--- config.mk ---
export PLATFORM = sky130hd
export DESIGN_NAME = bus_arb4
export DESIGN_NICKNAME = d
export VERILOG_FILES = /design/src/rtl/bus_arb4_pkg.sv /design/src/rtl/bus_arb4_regs.sv /design/src/rtl/bus_arb4_starve.sv /design/src/rtl/bus_arb4_pick.sv /design/src/rtl/bus_arb4.sv
export SDC_FILE = /design/constraint.sdc
export NUM_CORES = 1
export LEC_CHECK = 0
export ABC_CLOCK_PERIOD_IN_PS = 6500
export BUFFER_PORTS_ARGS = -buffer_cell sky130_fd_sc_hd__buf_2
export CAP_MARGIN = 0
export CORE_ASPECT_RATIO = 0.7
export CORE_UTILIZATION = 30
export DETAILED_ROUTE_END_ITERATION = 12
export SYNTH_ARGS = -nofsm -noshare
export SYNTH_HDL_FRONTEND = slang
export SYNTH_SLANG_ARGS = --single-unit
export TNS_END_PERCENT = 50
--- constraint.sdc ---
create_clock -name clk -period 6.5 [get_ports clk]
set_clock_uncertainty 0.2 [all_clocks]
set_input_delay 0.325 -clock clk [delete_from_list [all_inputs] [get_ports clk]]
set_output_delay 0.325 -clock clk [all_outputs]
set_load 0.02 [all_outputs]
--- src/rtl/bus_arb4_pkg.sv ---
package bus_arb4_pkg;
    localparam int NM   = 4;
    localparam int PW   = 2;
    localparam int LTW  = 4;
    localparam int CNTW = (1 << LTW) + 1;
    localparam int DMA_ID = 2;

    localparam logic [31:0] CFG_RST   = 32'h00E1_0000;
    localparam logic [31:0] CFG_WMASK = 32'h03FF_7F00;

    typedef logic [NM-1:0]      mvec_t;
    typedef logic [NM*PW-1:0]   prio_t;

    typedef struct packed {
        logic           boost_en;
        logic           wide_cnt;
        logic [PW-1:0]  p3;
        logic [PW-1:0]  p2;
        logic [PW-1:0]  p0;
        logic [PW-1:0]  p1;
        logic           fixed;
        logic           to_en;
        logic           park_hi;
        logic [LTW-1:0] lock_exp;
    } cfg_t;

    function automatic cfg_t decode_cfg(logic [31:0] w);
        cfg_t c;
        c.boost_en = w[25];
        c.wide_cnt = w[24];
        c.p3       = w[23:22];
        c.p2       = w[21:20];
        c.p0       = w[19:18];
        c.p1       = w[17:16];
        c.fixed    = w[14];
        c.to_en    = w[13];
        c.park_hi  = w[12];
        c.lock_exp = w[11:8];
        return c;
    endfunction

    // Effective priority per master, falling back to 3>2>1>0 on duplicates.
    function automatic prio_t eff_prio(cfg_t c);
        prio_t p;
        mvec_t seen;
        p = {c.p3, c.p2, c.p1, c.p0};
        seen = '0;
        for (int i = 0; i < NM; i++) begin
            seen[p[i*PW +: PW]] = 1'b1;
        end
        if (seen != '1) begin
            for (int i = 0; i < NM; i++) begin
                p[i*PW +: PW] = PW'(i);
            end
        end
        return p;
    endfunction

    // One-hot of the highest-priority master within mask (priorities unique).
    function automatic mvec_t pick_top(mvec_t mask, prio_t p);
        mvec_t r;
        logic [PW-1:0] best;
        logic found;
        r = '0;
        best = '0;
        found = 1'b0;
        for (int i = 0; i < NM; i++) begin
            if (mask[i] && (!found || p[i*PW +: PW] > best)) begin
                r = '0;
                r[i] = 1'b1;
                best = p[i*PW +: PW];
                found = 1'b1;
            end
        end
        return r;
    endfunction

    function automatic mvec_t lowest_set(mvec_t m);
        mvec_t r;
        r = '0;
        for (int i = NM - 1; i >= 0; i--) begin
            if (m[i]) begin
                r = '0;
                r[i] = 1'b1;
            end
        end
        return r;
    endfunction
endpackage

--- src/rtl/bus_arb4_regs.sv ---
module bus_arb4_regs
    import bus_arb4_pkg::*;
(
    input  logic        clk,
    input  logic        rst,
    input  logic        we,
    input  logic [31:0] wdata,
    output logic [31:0] rdata,
    output cfg_t        cfg
);
    logic [31:0] word_q;

    always_ff @(posedge clk) begin
        if (rst) begin
            word_q <= CFG_RST;
        end else if (we) begin
            word_q <= wdata & CFG_WMASK;
        end
    end

    assign rdata = word_q;
    assign cfg   = decode_cfg(word_q);


    reserved_zero_chk: assert property (@(posedge clk) disable iff (rst)
        we |=> (rdata & ~CFG_WMASK) == 32'h0);
endmodule

--- src/rtl/bus_arb4_starve.sv ---
module bus_arb4_starve
    import bus_arb4_pkg::*;
(
    input  logic           clk,
    input  logic           rst,
    input  logic           en,
    input  logic [LTW-1:0] lock_exp,
    input  mvec_t          req,
    input  mvec_t          gnt,
    output mvec_t          expired
);
    logic [CNTW-1:0] limit;
    assign limit = CNTW'(1) << lock_exp;

    for (genvar i = 0; i < NM; i++) begin : g_wait
        logic [CNTW-1:0] cnt_q;
        always_ff @(posedge clk) begin
            if (rst || !en || !req[i] || gnt[i]) begin
                cnt_q <= '0;
            end else if (cnt_q != '1) begin
                cnt_q <= cnt_q + CNTW'(1);
            end
        end
        assign expired[i] = en && req[i] && (cnt_q >= limit);
    end


    no_expiry_when_off_chk: assert property (@(posedge clk) disable iff (rst)
        !en |=> !(|expired) || $past(en) == en);
endmodule

--- src/rtl/bus_arb4_pick.sv ---
module bus_arb4_pick
    import bus_arb4_pkg::*;
(
    input  prio_t prio,
    input  mvec_t req,
    input  mvec_t expired,
    input  mvec_t owner,
    input  logic  fixed,
    input  logic  boost,
    input  logic  park_hi,
    output mvec_t nxt
);
    mvec_t others;
    assign others = req & ~owner;

    always_comb begin
        if (|expired) begin
            nxt = lowest_set(expired);
        end else if (boost) begin
            nxt = '0;
            nxt[DMA_ID] = 1'b1;
        end else if (|req) begin
            if (fixed) begin
                nxt = pick_top(req, prio);
            end else if (|others) begin
                nxt = pick_top(others, prio);
            end else begin
                nxt = owner;
            end
        end else if (park_hi) begin
            nxt = pick_top('1, prio);
        end else begin
            nxt = owner;
        end
    end
endmodule

--- src/rtl/bus_arb4.sv ---
module bus_arb4
    import bus_arb4_pkg::*;
(
    input  logic        clk,
    input  logic        rst,
    input  logic        cfg_we,
    input  logic [31:0] cfg_wdata,
    output logic [31:0] cfg_rdata,
    input  logic [3:0]  req,
    input  logic        xfer_done,
    input  logic        dma_boost,
    output logic [3:0]  gnt
);
    cfg_t  cfg;
    prio_t prio;
    mvec_t expired;
    mvec_t nxt;
    mvec_t gnt_q;
    logic  boost;

    bus_arb4_regs u_regs (
        .clk   (clk),
        .rst   (rst),
        .we    (cfg_we),
        .wdata (cfg_wdata),
        .rdata (cfg_rdata),
        .cfg   (cfg)
    );

    assign prio  = eff_prio(cfg);
    assign boost = cfg.boost_en && dma_boost && req[DMA_ID];

    bus_arb4_starve u_starve (
        .clk      (clk),
        .rst      (rst),
        .en       (cfg.to_en),
        .lock_exp (cfg.lock_exp),
        .req      (req),
        .gnt      (gnt_q),
        .expired  (expired)
    );

    bus_arb4_pick u_pick (
        .prio    (prio),
        .req     (req),
        .expired (expired),
        .owner   (gnt_q),
        .fixed   (cfg.fixed),
        .boost   (boost),
        .park_hi (cfg.park_hi),
        .nxt     (nxt)
    );

    always_ff @(posedge clk) begin
        if (rst) begin
            gnt_q <= 4'b1000;
        end else if (xfer_done) begin
            gnt_q <= nxt;
        end
    end

    assign gnt = gnt_q;


    grant_onehot_chk: assert property (@(posedge clk) disable iff (rst)
        $countones(gnt_q) == 1);


    grant_to_requester_chk: assert property (@(posedge clk) disable iff (rst)
        (xfer_done && |req) |=> |(gnt_q & $past(req)));


    hold_mid_transfer_chk: assert property (@(posedge clk) disable iff (rst)
        !xfer_done |=> $stable(gnt_q));


    expired_wins_chk: assert property (@(posedge clk) disable iff (rst)
        (xfer_done && expired[0]) |=> gnt_q[0]);


    dma_boost_wins_chk: assert property (@(posedge clk) disable iff (rst)
        (xfer_done && !(|expired) && cfg.boost_en && dma_boost && req[DMA_ID])
        |=> gnt_q[DMA_ID]);


    park_last_chk: assert property (@(posedge clk) disable iff (rst)
        (xfer_done && req == 4'b0000 && !cfg.park_hi) |=> $stable(gnt_q));
endmodule

# Word level (Yosys, flattened, before mapping)
# Cells that the tools add are included.
# word_totals
reg_bits	89
output_inout_bits	36
# op_classes
add_sub_neg	4
n_lt_le_gt_ge	21
eq_ne	6
shifts	1
n_mux	124
bitwise	5
reduce_logical	57
# op_table
op	n
2-bit 2-to-1 mux	50
17-bit by 1-bit adder with 17-bit output, second input constant	4
17-bit >= comparator	4
17-bit != test, second input constant	4
1-bit 2-to-1 mux	53
4-bit 2-to-1 mux	13
1-bit logical AND	20
2-bit > comparator	9
1-bit logical OR	18
1-bit by 4-bit << shifter with 17-bit output, first input constant	1
1-bit logical NOT	14
2-bit by 3-bit < comparator with 1-bit output, second input constant	4
4-bit bitwise OR	3
4-bit OR reduction	3
3-bit 2-to-1 mux	3
1-bit demux with 2-bit select	4
2-bit by 1-bit >= comparator with 1-bit output, second input constant	4
8-bit 2-to-1 mux	1
5-bit by 4-bit != test with 1-bit output, second input constant	1
4-bit bitwise AND	1
4-bit != test, second input constant	1
4-bit inverter	1
4-bit nonzero test	1
3-bit AND reduction	1

# Logic depth before layout (Yosys ltp)
# Gate-level depths: netlist (run 1).
# depth
ltp_word	42
depth_mapped	27
mapped_depth_nobuf	26

# Cells and area by module
# A second synthesis (run 1) with hierarchy kept.
# unflattened
cells_unflattened	775
area_unflattened_um2	6640.1
# modules_own_cells
mod	n_inst	cells_per_inst	area_each_um2	seq_area_each_um2
bus_arb4_starve	1	516	4471.8	1361.3
bus_arb4_pick	1	126	954.7	0.0
bus_arb4_regs	1	88	869.6	340.3
bus_arb4	1	45	344.1	80.1

# Worst setup path after synthesis (run 1)
# No wires, ideal clock.
# synth_timing
path_type	flip-flop to flip-flop
start	register u_regs.word_q[18], in the netlist u_regs.rdata[18]
end	register gnt_q[0], in the netlist gnt[0]
arrival_time_ps	5060
slack_ps	1154
path_stages_with_launch	24
path_cell_list	dfxtp_1 -> clkbuf_1 -> nand2_1 -> a21oi_1 -> a221oi_1 -> a31oi_1 -> nor2b_1 -> ha_1 -> nand2_1 -> o21ai_1 -> a21oi_1 -> mux2_2 -> ha_1 -> a21oi_1 -> o2bb2ai_1 -> inv_1 -> mux2_2 -> ha_1 -> a21o_1 -> a221o_1 -> or4_1 -> nand4_1 -> a311oi_1 -> a211oi_1
# synth_via
elab_chain_cells	42
elab_cells_between_ends	134
classes_between	11 x order compare; 1 x eq/ne; 97 x mux; 3 x bitwise; 22 x reduce/logical
# synth_rtl
item	line	rtl
start, declared	bus_arb4_regs.sv:11	logic [31:0] word_q;
start signal, assigned	bus_arb4_regs.sv:17	word_q <= wdata & CFG_WMASK;
2-bit by 3-bit < comparator with 1-bit output (not written as such) or 2-bit by 1-bit >= comparator with 1-bit output (tied branches)	bus_arb4_pkg.sv:49	seen[p[i*PW +: PW]] = 1'b1;
1-bit logical AND (not written as such)	bus_arb4_pkg.sv:49	
1-bit 2-to-1 mux (not written as such)	bus_arb4_pkg.sv:49	
1-bit demux with 2-bit select	bus_arb4_pkg.sv:49	
4-bit bitwise OR (no source line) (3 in series)	-	
4-bit != test	bus_arb4_pkg.sv:51	if (seen != '1) begin
8-bit 2-to-1 mux (*)	bus_arb4_pkg.sv:51	
2-bit 2-to-1 mux	bus_arb4_pkg.sv:68	if (mask[i] && (!found || p[i*PW +: PW] > best)) begin
(+24 left out)	-	
1-bit logical OR	bus_arb4_pkg.sv:68	
1-bit logical AND	bus_arb4_pkg.sv:68	
4-bit 2-to-1 mux	bus_arb4_pkg.sv:68	
4-bit 2-to-1 mux	bus_arb4_pick.sv:25	end else if (|others) begin
4-bit 2-to-1 mux	bus_arb4_pick.sv:23	if (fixed) begin
4-bit 2-to-1 mux (*)	bus_arb4_pick.sv:22	end else if (|req) begin
4-bit 2-to-1 mux (*)	bus_arb4_pick.sv:19	end else if (boost) begin
4-bit 2-to-1 mux (*)	bus_arb4_pick.sv:17	if (|expired) begin
end signal, assigned	bus_arb4.sv:58	gnt_q <= nxt;
end, declared	bus_arb4.sv:18	mvec_t gnt_q;
# Mark *: on every way between the ends. The rest lies on a longest branch, timed or not. The select of a mux whose other input is x is not followed.
# A chain may end at the register's enable or synchronous reset.

# Worst setup path after layout (run 1)
# layout_timing
start	register u_regs.word_q[19], in the netlist u_regs.rdata[19]
end	register gnt_q[3], in the netlist gnt[3]
# The elaborated chain is that of the path after synthesis.

==> metrics.txt, run 1 <==
Worst Hold Class=in2reg; Tot GR Track Use=~15%; root buffer cell=clkbuf_16; layout cell share with drive strength beyond 1=between 8 and 9%; Crit path required time=roughly 6500 ps; nets@finish=~950; Synth Area in XOR/XNOR=between 6 and 7%; clk sink count=89; Post-synth ARST share=0%; Synth Warn #=0; Synth Cell Area=between 6000 and 7000 um2; width of the chip=176 um; PD cells=roughly 190 nW/um2; synth top area cells=dfxtp_1 (28%), ha_1 (18%), nor2_1 (6.0%); VDD IR max=about 93 uV; H-tree Lvls=3; top cells by instance count after synthesis=nor2_1 (102), ha_1 (92), dfxtp_1 (89); GP Congestion=roughly 0.85; first-pass GRT wire length=~26,000 um; post-synthesis simple-gate area fraction=approximately a quarter; Final Instance Count excl. Fillers=1,101; Internal Dissipation=approximately 1000 uW; Psw=roughly 370 uW; Total Wirelength=roughly 16,000 um; boundary pin count=77; fmax=approximately 0.17 GHz; final setup violation count=0; syn_area_per_cell=approximately 8.2 um2; status=completed; initial antenna violation count=0; Finished Cell Area=7200 um2; Post-CTS Setup Bufs=0; Setup crit end kind=register; Die Y=about 120 um; initial core utilization=about 31%; Clk pin slew, worst setup/hold paths=70 ps; placed standard-cell area=~6800 um2; DR DRC count=0; RSZ-0062 raised after global routing=false; Seq cells post-synth=89; share of the synthesized area in the top cell type=28.0%; Fin Setup TNS=0 ps; Synth cell types=60; clk_lat worst skew=between 300 and 400 ps; final core utilization=34.7%; worst-path fanout max=9; core area=20,800 um2; crit start category=register; Clock Tree Buf Depth=2; Synth Area in Adders=between 10% and 20%; Syn Inst Count=between 700 and 800; Top FF cell, synth=dfxtp_1; Vias=between 5,000 and 6,000; Die Area=around 22,000 um2; Final Power=about 1400 uW; HPWL after DPL=12,000 um; Slew Viols, Final=0; Reg power frac=42.3%; GRT Residual Overflow=0; max-cap violation count=0; Cells after DPL=~1,100; critical path class=reg2reg; Slew @ Worst Pin=roughly 760 ps; Syn-to-layout area delta=13.3%; leakage=slightly below 0.003 uW; # port buffers=46; largest family of logic cells by synthesized area=simple AND/OR/NAND/NOR gates; CP arrival=just over 6000 ps; ant diodes=0; Tmin final=6000 ps; Synth Area in Compound Gates=between 10% and 20%; post-synthesis sequential area ratio=about 28%; # rows=between 40 and 50; post-route ant nets=0; clock network power share=41.7%; Tcrit/Tclk final=92.3%; Yosys top cell by area=dfxtp_1; Initial DRC Count=374; post-synthesis mux area share=between 5 and 6%; CTS tree=built; most common cell in the synthesized netlist=nor2_1; Gate power share=roughly 16%; vias per inst=slightly below 5; DR WL/cell=between 10 and 15 um; DR pass1 iterations=5; Sw Ratio=between 20 and 30%; pin count of the biggest net entering global routing=20; Final Hold Fails=0; Slew headroom=between 40% and 50%; CTS buffer count=9; Post-synth EDFFs=0; number of global-route vias before repair=4,885
==> cell families (layout without fill, tap and decap cells) <==
kind of cell	after synthesis	after routing
DFF	89	89
other	1	15
buffers and inverters	64	99
muxes	32	32
adders and majority gates	92	92
AOI/OAI and AO/OA	120	120
xor gates and xnor gates	49	49
and+or+nand+nor	329	329
==> critical path: stages (launching register included) <==
cell       delay, ps
dfxtp_1          560
nand2b_1         160
nand3_1           80
a221oi_1         350
a31oi_2          140
nand2_1          190
inv_1            110
ha_1             310
nor2b_1          130
o21ai_0          260
o21ai_0          250
o21ai_0          210
nand2_1          100
ha_1             310
nor2b_1          130
a2bb2oi_1        150
o21ai_0          380
mux2_2           390
ha_1             280
nor2b_1          130
o211ai_1         170
and2_1           230
a21boi_1          90
o21ai_0          160
a21oi_1           90
a221o_1          320
==> flip-flops by register name (all words and copies together) (netlist names) <==
signal and count:
gnt 4, u_regs.rdata 17, u_starve.g_wait.cnt_q 68
==> worst paths after layout <==
kind / startpoint / endpoint / slack [ps] / cells after the start
setup / recovery: u_regs.rdata[19]$_SDFFE_PP0P_ / gnt[3]$_SDFFE_PP1P_ / 500 / 25
hold / removal: cfg_wdata[12] / u_regs.rdata[12]$_SDFFE_PP0P_ / 10 / 3
setup reg to reg: u_regs.rdata[19]$_SDFFE_PP0P_ / gnt[3]$_SDFFE_PP1P_ / 500 / 25
hold reg to reg: u_regs.rdata[24]$_SDFFE_PP0P_ / u_regs.rdata[24]$_SDFFE_PP0P_ / 290 / 2
==> per-layer routing <==
layer	up-vias	track usage, %	routed length [um]
met3	12	3.60	749
met5	-	0	0
met4	0	4.24	185
met2	93	21.6	6230
met1	2511	22.6	8570
li1	2826	-	-
==> cells in the final DEF (no fill, tap or decap), drive strengths merged, types with 8 or more instances in the layout <==
| cell | instances |
|---|---|
| nor2 | 102 |
| ha | 92 |
| dfxtp | 89 |
| nand2 | 77 |
| buf | 48 |
| xor2 | 39 |
| o21ai | 37 |
| nand3 | 35 |
| a21oi | 30 |
| nor2b | 27 |
| mux2i | 26 |
| inv | 26 |
| nand4 | 22 |
| conb | 15 |
| nor3 | 15 |
| or3 | 13 |
| clkbuf | 12 |
| xnor2 | 10 |
| dlygate4sd3 | 10 |
| o211ai | 9 |
| a211oi | 8 |
==> through the flow <==
step / hold WS [ps] / setup WS (ps)
after floorplan: 254 / 1150
after global placement: 273 / 534
after global routing: 24.3 / 102
after CTS: 0.145 / 462
after detailed placement: 287 / 472
final: 10.4 / 502
==> power groups by stage <==
stage | clock, uW | combinational [uW] | sequential [uW]
after global placement | 0 | 205 | 585
after global routing | 601 | 241 | 574
after detailed placement | 0 | 208 | 584
after floorplan | 0 | 155 | 585
final | 565 | 216 | 572
after CTS | 583 | 214 | 572
==> layout make-up <==
cell class,count,area [um2]
multi-input combinational,637,4320
clock inverter,3,65.1
inverter,26,97.6
clock buffer,12,246
timing repair buffer,58,345
fill,2166,13600
sequential,89,1780
tap,276,345
==> timing repair <==
item	CTS	global route
setup endpoints to repair	0	2
hold buffers	10	0
gates resized for setup	0	2
endpoints found under the hold margin	10	0
No activity file was read; power rests on OpenSTA's default activity.
==> run 2, diff against run 1 <==
CELL_PAD_IN_SITES_DETAIL_PLACEMENT = 0   (was default)
CELL_PAD_IN_SITES_GLOBAL_PLACEMENT = 1   (was default)
CTS_BUF_LIST = sky130_fd_sc_hd__clkbuf_8   (was default)
PLACE_DENSITY_LB_ADDON = 0.1   (was default)
==> metrics.txt, run 2 (synthesized netlist as in run 1, its figures left out) <==
clk_lat worst skew=390 ps; Tcrit/Tclk final=between 90 and 100%; root buffer cell=clkbuf_8; DR WL/cell=16.3 um; post-route ant nets=0; critical path class=reg2reg; DR pass1 iterations=5; Die Area=about 22,000 um2; pin count of the biggest net entering global routing=20; CTS tree=built; HPWL after DPL=14,200 um; leakage=approximately 0.0029 uW; # port buffers=46; boundary pin count=77; status=completed; Slew headroom=between 40 and 50%; layout cell share with drive strength beyond 1=a little under a tenth; initial core utilization=a little under a third; PD cells=roughly 170 nW/um2; Hold WS=roughly 59 ps; commonest non-fill, non-tap cells in the layout=nor2_1 (102), ha_1 (92), dfxtp_1 (89); Finished Cell Area=around 7200 um2; H-tree Lvls=3; crit start category=register; Fin Setup TNS=0 ps; fmax=~0.17 GHz; Slew Viols, Final=0; width of the chip=176 um; core area=between 20,000 and 25,000 um2; Die Y=between 100 and 150 um; GRT Residual Overflow=0; worst-path fanout max=9; number of global-route vias before repair=between 5,000 and 6,000; leading cell type in the layout, fill and taps excluded=nor2_1; Total Wirelength=between 15,000 and 20,000 um; Tot GR Track Use=17.4%; final setup violation count=0; DR DRC count=0; Syn-to-layout area delta=13.1%; Worst Hold Class=in2reg; Tmin final=5970 ps; RSZ-0062 raised after global routing=false; nets@finish=963; Initial DRC Count=about 300; Setup crit end kind=register; vias per inst=just over 5; clk sink count=89; first-pass GRT wire length=about 28,000 um; Final Hold Fails=0; VDD IR max=approximately 98 uV; CTS buffer count=9; GP Congestion=0.830; CP arrival=between 6000 and 7000 ps; initial antenna violation count=0; # rows=44; Slew @ Worst Pin=860 ps; placed standard-cell area=roughly 6800 um2; Vias=between 5,000 and 6,000; Clk pin slew, worst setup/hold paths=approximately 90 ps; largest register by flop count=u_starve.g_wait.cnt_q; ant diodes=0; Clock Tree Buf Depth=2; Crit path required time=6620 ps; max FFs per register=just under 70; max-cap violation count=0
==> run 2: cell count changes in the layout (fill, tap and decap cells not counted) <==
| cell | change |
|---|---|
| nor2b_1 | +1 |
| clkbuf_8 | +10 |
| dlygate4sd3_1 | +7 |
| nor2b_2 | -1 |
| bufinv_16 | -1 |
| buf_4 | +2 |
| clkinv_2 | -1 |
| clkinvlp_4 | +2 |
| inv_6 | +1 |
| clkbuf_16 | -9 |
| clkbuf_1 | -2 |
| clkinv_4 | +1 |
==> run 2: layout make-up <==
cell class              instances  area, um2
fillers                      2160      13600
flip-flops and latches         89       1780
multi-input cells             637       4310
clock buffers                  11        151
well taps                     276        345
clock inverters                 5       62.6
inverters                      26       97.6
repair buffers                 67        430
==> run 2: worst paths after layout <==
path / cells past startpoint / to / slack, ps / from
hold reg to reg: 2 / u_regs.rdata[24]$_SDFFE_PP0P_ / 300 / u_regs.rdata[24]$_SDFFE_PP0P_
setup / recovery: 23 / gnt[0]$_SDFFE_PP0P_ / 530 / u_regs.rdata[19]$_SDFFE_PP0P_
setup reg to reg: 23 / gnt[0]$_SDFFE_PP0P_ / 530 / u_regs.rdata[19]$_SDFFE_PP0P_
hold / removal: 3 / gnt[0]$_SDFFE_PP0P_ / 60 / xfer_done
==> run 2: report_power, final <==
part	switching (uW)	internal, uW	leakage, uW	total, uW
Clock	219	201	0.000102	420
Sequential	17.7	555	0.000721	572
Combinational	132	91.4	0.00207	223
==> run 2: timing repair <==
item / CTS / global route
endpoints found under the setup margin: 0 / 3
hold buffers: 17 / 0
hold endpoints to repair: 17 / 0
gates resized for setup: 0 / 1
buffers inserted: 0 / 0
==> run 2: layer usage <==
| metal | track usage, % | wire length (um) | vias to the layer above |
|---|---|---|---|
| met5 | 0 | 0 | - |
| met4 | 5.49 | 248 | 0 |
| met3 | 3.88 | 863 | 16 |
| met2 | 26.2 | 7550 | 125 |
| met1 | 24.4 | 9390 | 2648 |
| li1 | - | - | 2843 |
==> run 2: metrics by stage <==
step                utilization (%)  setup WS [ps]  std cells  power [uW]
finish                         34.6            532       1111        1220
detailed placement             32.7            403       1078         797
CTS                            34.6            388       1111        1240
floorplan                         -           1150        790         740
global placement               32.7            459       1078         793
global route                   34.6           98.1       1111        1290
==> run 2: critical path, cell delays in order (launching register included) <==
cell,delay [ps]
dfxtp_1,530
inv_2,60
nor2_1,130
o31ai_1,110
a31oi_2,370
buf_4,220
nand3_1,110
ha_1,320
nor2b_1,120
o21ai_1,110
a21oi_1,390
mux2_2,410
ha_1,300
a21oi_1,170
o2bb2ai_1,130
inv_1,140
mux2_2,360
ha_1,290
a21o_1,160
a221o_1,340
or4_1,480
nand4_1,110
a311oi_1,100
a211oi_1,220
==> run 3, diff against run 2 <==
CORE_MARGIN = 2   (was default)
==> metrics.txt, run 3 (synthesized netlist as in run 1, its figures left out) <==
status=completed; Die Area=approximately 22,000 um2; met2 usage=25.3%; Gate power share=18.7%; DR pass1 iterations=5; DR WL/cell=between 15 and 20 um; worst-path fanout max=14; RSZ-0062 raised after global routing=false; HPWL after DPL=14,000 um; layout cell share with drive strength beyond 1=8.86%; Worst Hold Class=in2reg; # port buffers=46; Final Hold Fails=0; clk_lat worst skew=roughly 390 ps; worst reg-to-reg path cell count=24; reg2reg start=u_regs.rdata[19]$_SDFFE_PP0P_; GP Congestion=0.802; Tot GR Track Use=16.9%; max FFs per register=between 60 and 70; Reg-to-Reg End=gnt[0]$_SDFFE_PP0P_; Slew @ Worst Pin=just under 900 ps; VDD IR max=roughly 100 uV; post-route ant nets=0; Tmin final=slightly below 6000 ps; final setup violation count=0; Die Y=about 130 um; leakage=between 0.002 and 0.003 uW; clk sink count=roughly 90; critical path class=reg2reg; ant diodes=0; commonest non-fill, non-tap cells in the layout=nor2_1 (102), ha_1 (92), dfxtp_1 (89); Slew headroom=around two fifths; fmax=0.169 GHz; # rows=44; CP arrival=6050 ps; Crit path required time=6620 ps; nets@finish=approximately 960; Hold Path Cell Cnt=3; CTS buffer count=9; Worst Hold Launch=xfer_done; Syn-to-layout area delta=12.6%; Sw Ratio=between 30% and 40%; Setup crit end kind=register; Min-Delay Endpoint=gnt[0]$_SDFFE_PP0P_; first-pass GRT wire length=about 29,000 um; root buffer cell=clkbuf_8; crit start category=register; Clk pin slew, worst setup/hold paths=~90 ps; Clock Tree Buf Depth=2; clock network power share=approximately 33%; internal reg-to-reg setup slack=570 ps; largest register by flop count=u_starve.g_wait.cnt_q; Fin Setup TNS=0 ps; Psw=about 360 uW; GRT Residual Overflow=0; Internal Dissipation=829 uW; Tcrit/Tclk final=91.2%; layer with the highest usage=met2; PD cells=about 170 nW/um2; core area=~21,000 um2; pin count of the biggest net entering global routing=20; Initial DRC Count=~250; met1 Use GR=roughly 24%; Vias=roughly 5,600; Total Wirelength=about 18,000 um; GR Util met3=around 3.7%; number of global-route vias before repair=roughly 5,400; initial core utilization=a little under a third; boundary pin count=77; initial antenna violation count=0; max-cap violation count=0; Reg power frac=between 40% and 50%; Final Power=around 1200 uW; DR DRC count=0; width of the chip=178 um; vias per inst=slightly above 5; H-tree Lvls=3; CTS tree=built; Slew Viols, Final=0; leading cell type in the layout, fill and taps excluded=nor2_1
==> run 3: final cells by class <==
cell class	instances	area, um2
flip-flops and latches	89	1780
inverters	26	97.6
fillers	2227	13600
clock buffers	10	138
repair buffers	67	430
well taps	276	345
multi-input cells	637	4310
clock inverters	6	51.3
==> run 3: per-stage QoR <==
stage / instances / utilization (%) / cell area, um2 / hold slack [ps] / setup slack, ps
4_1_cts: 1111 / 34.5 / 7150 / 29.1 / 528
3_3_place_gp: 1078 / 32.7 / 6790 / 274 / 605
5_1_grt: 1111 / 34.5 / 7150 / 67.0 / 8.03
6_report: 1111 / 34.5 / 7150 / 60.6 / 570
3_5_place_dp: 1078 / 32.7 / 6790 / 291 / 535
2_1_floorplan: 790 / - / 6400 / 254 / 1150
==> run 3: worst max-delay path by stage <==
stage / depth (start not counted) / slack (ps) / startpoint / to
floorplan: 23 / 1150 / u_regs.rdata[18]$_SDFFE_PP0P_ / gnt[0]$_SDFFE_PP0P_
global placement: 25 / 610 / u_regs.rdata[19]$_SDFFE_PP0P_ / gnt[0]$_SDFFE_PP0P_
detailed placement: 25 / 530 / u_regs.rdata[19]$_SDFFE_PP0P_ / gnt[0]$_SDFFE_PP0P_
CTS: 25 / 530 / u_regs.rdata[19]$_SDFFE_PP0P_ / gnt[0]$_SDFFE_PP0P_
global route: 25 / 8 / u_regs.rdata[19]$_SDFFE_PP0P_ / gnt[0]$_SDFFE_PP0P_
finish: 24 / 570 / u_regs.rdata[19]$_SDFFE_PP0P_ / gnt[0]$_SDFFE_PP0P_
==> run 3: metal layers <==
metal / part of all wire, % / vias up
li1: - / 2833
met1: 52 / 2641
met2: 42 / 106
met3: 4.1 / 20
met4: 1.6 / 0
met5: 0 / -
==> run 3: critical path, cell delays in order, from the launching register on <==
cell and delay, ps:
dfxtp_1 520, nand2b_1 150, nand3_1 80, a221oi_1 320
a31oi_1 80, buf_4 190, nor2b_1 140, buf_4 170
ha_1 290, nand2_1 70, o21ai_1 100, a21oi_1 370
mux2_2 410, ha_1 300, a21oi_1 150, o2bb2ai_1 120
inv_1 150, mux2_2 350, ha_1 290, a21o_1 170
a221o_1 340, or4_1 480, nand4_1 110, a311oi_1 100
a211oi_1 210
==> run 3: power groups by stage <==
stage | clock network, uW | logic (uW) | registers (uW)
global route | 439 | 251 | 574
detailed placement | 0 | 213 | 585
floorplan | 0 | 155 | 585
global placement | 0 | 209 | 585
CTS | 416 | 222 | 572
finish | 395 | 222 | 572
==> run 3: timing repair <==
action                    4_1_cts  5_1_grt
hold buffers                   17        0
setup buffers                   0        0
hold endpoints to repair       17        0
resized for setup               0        0
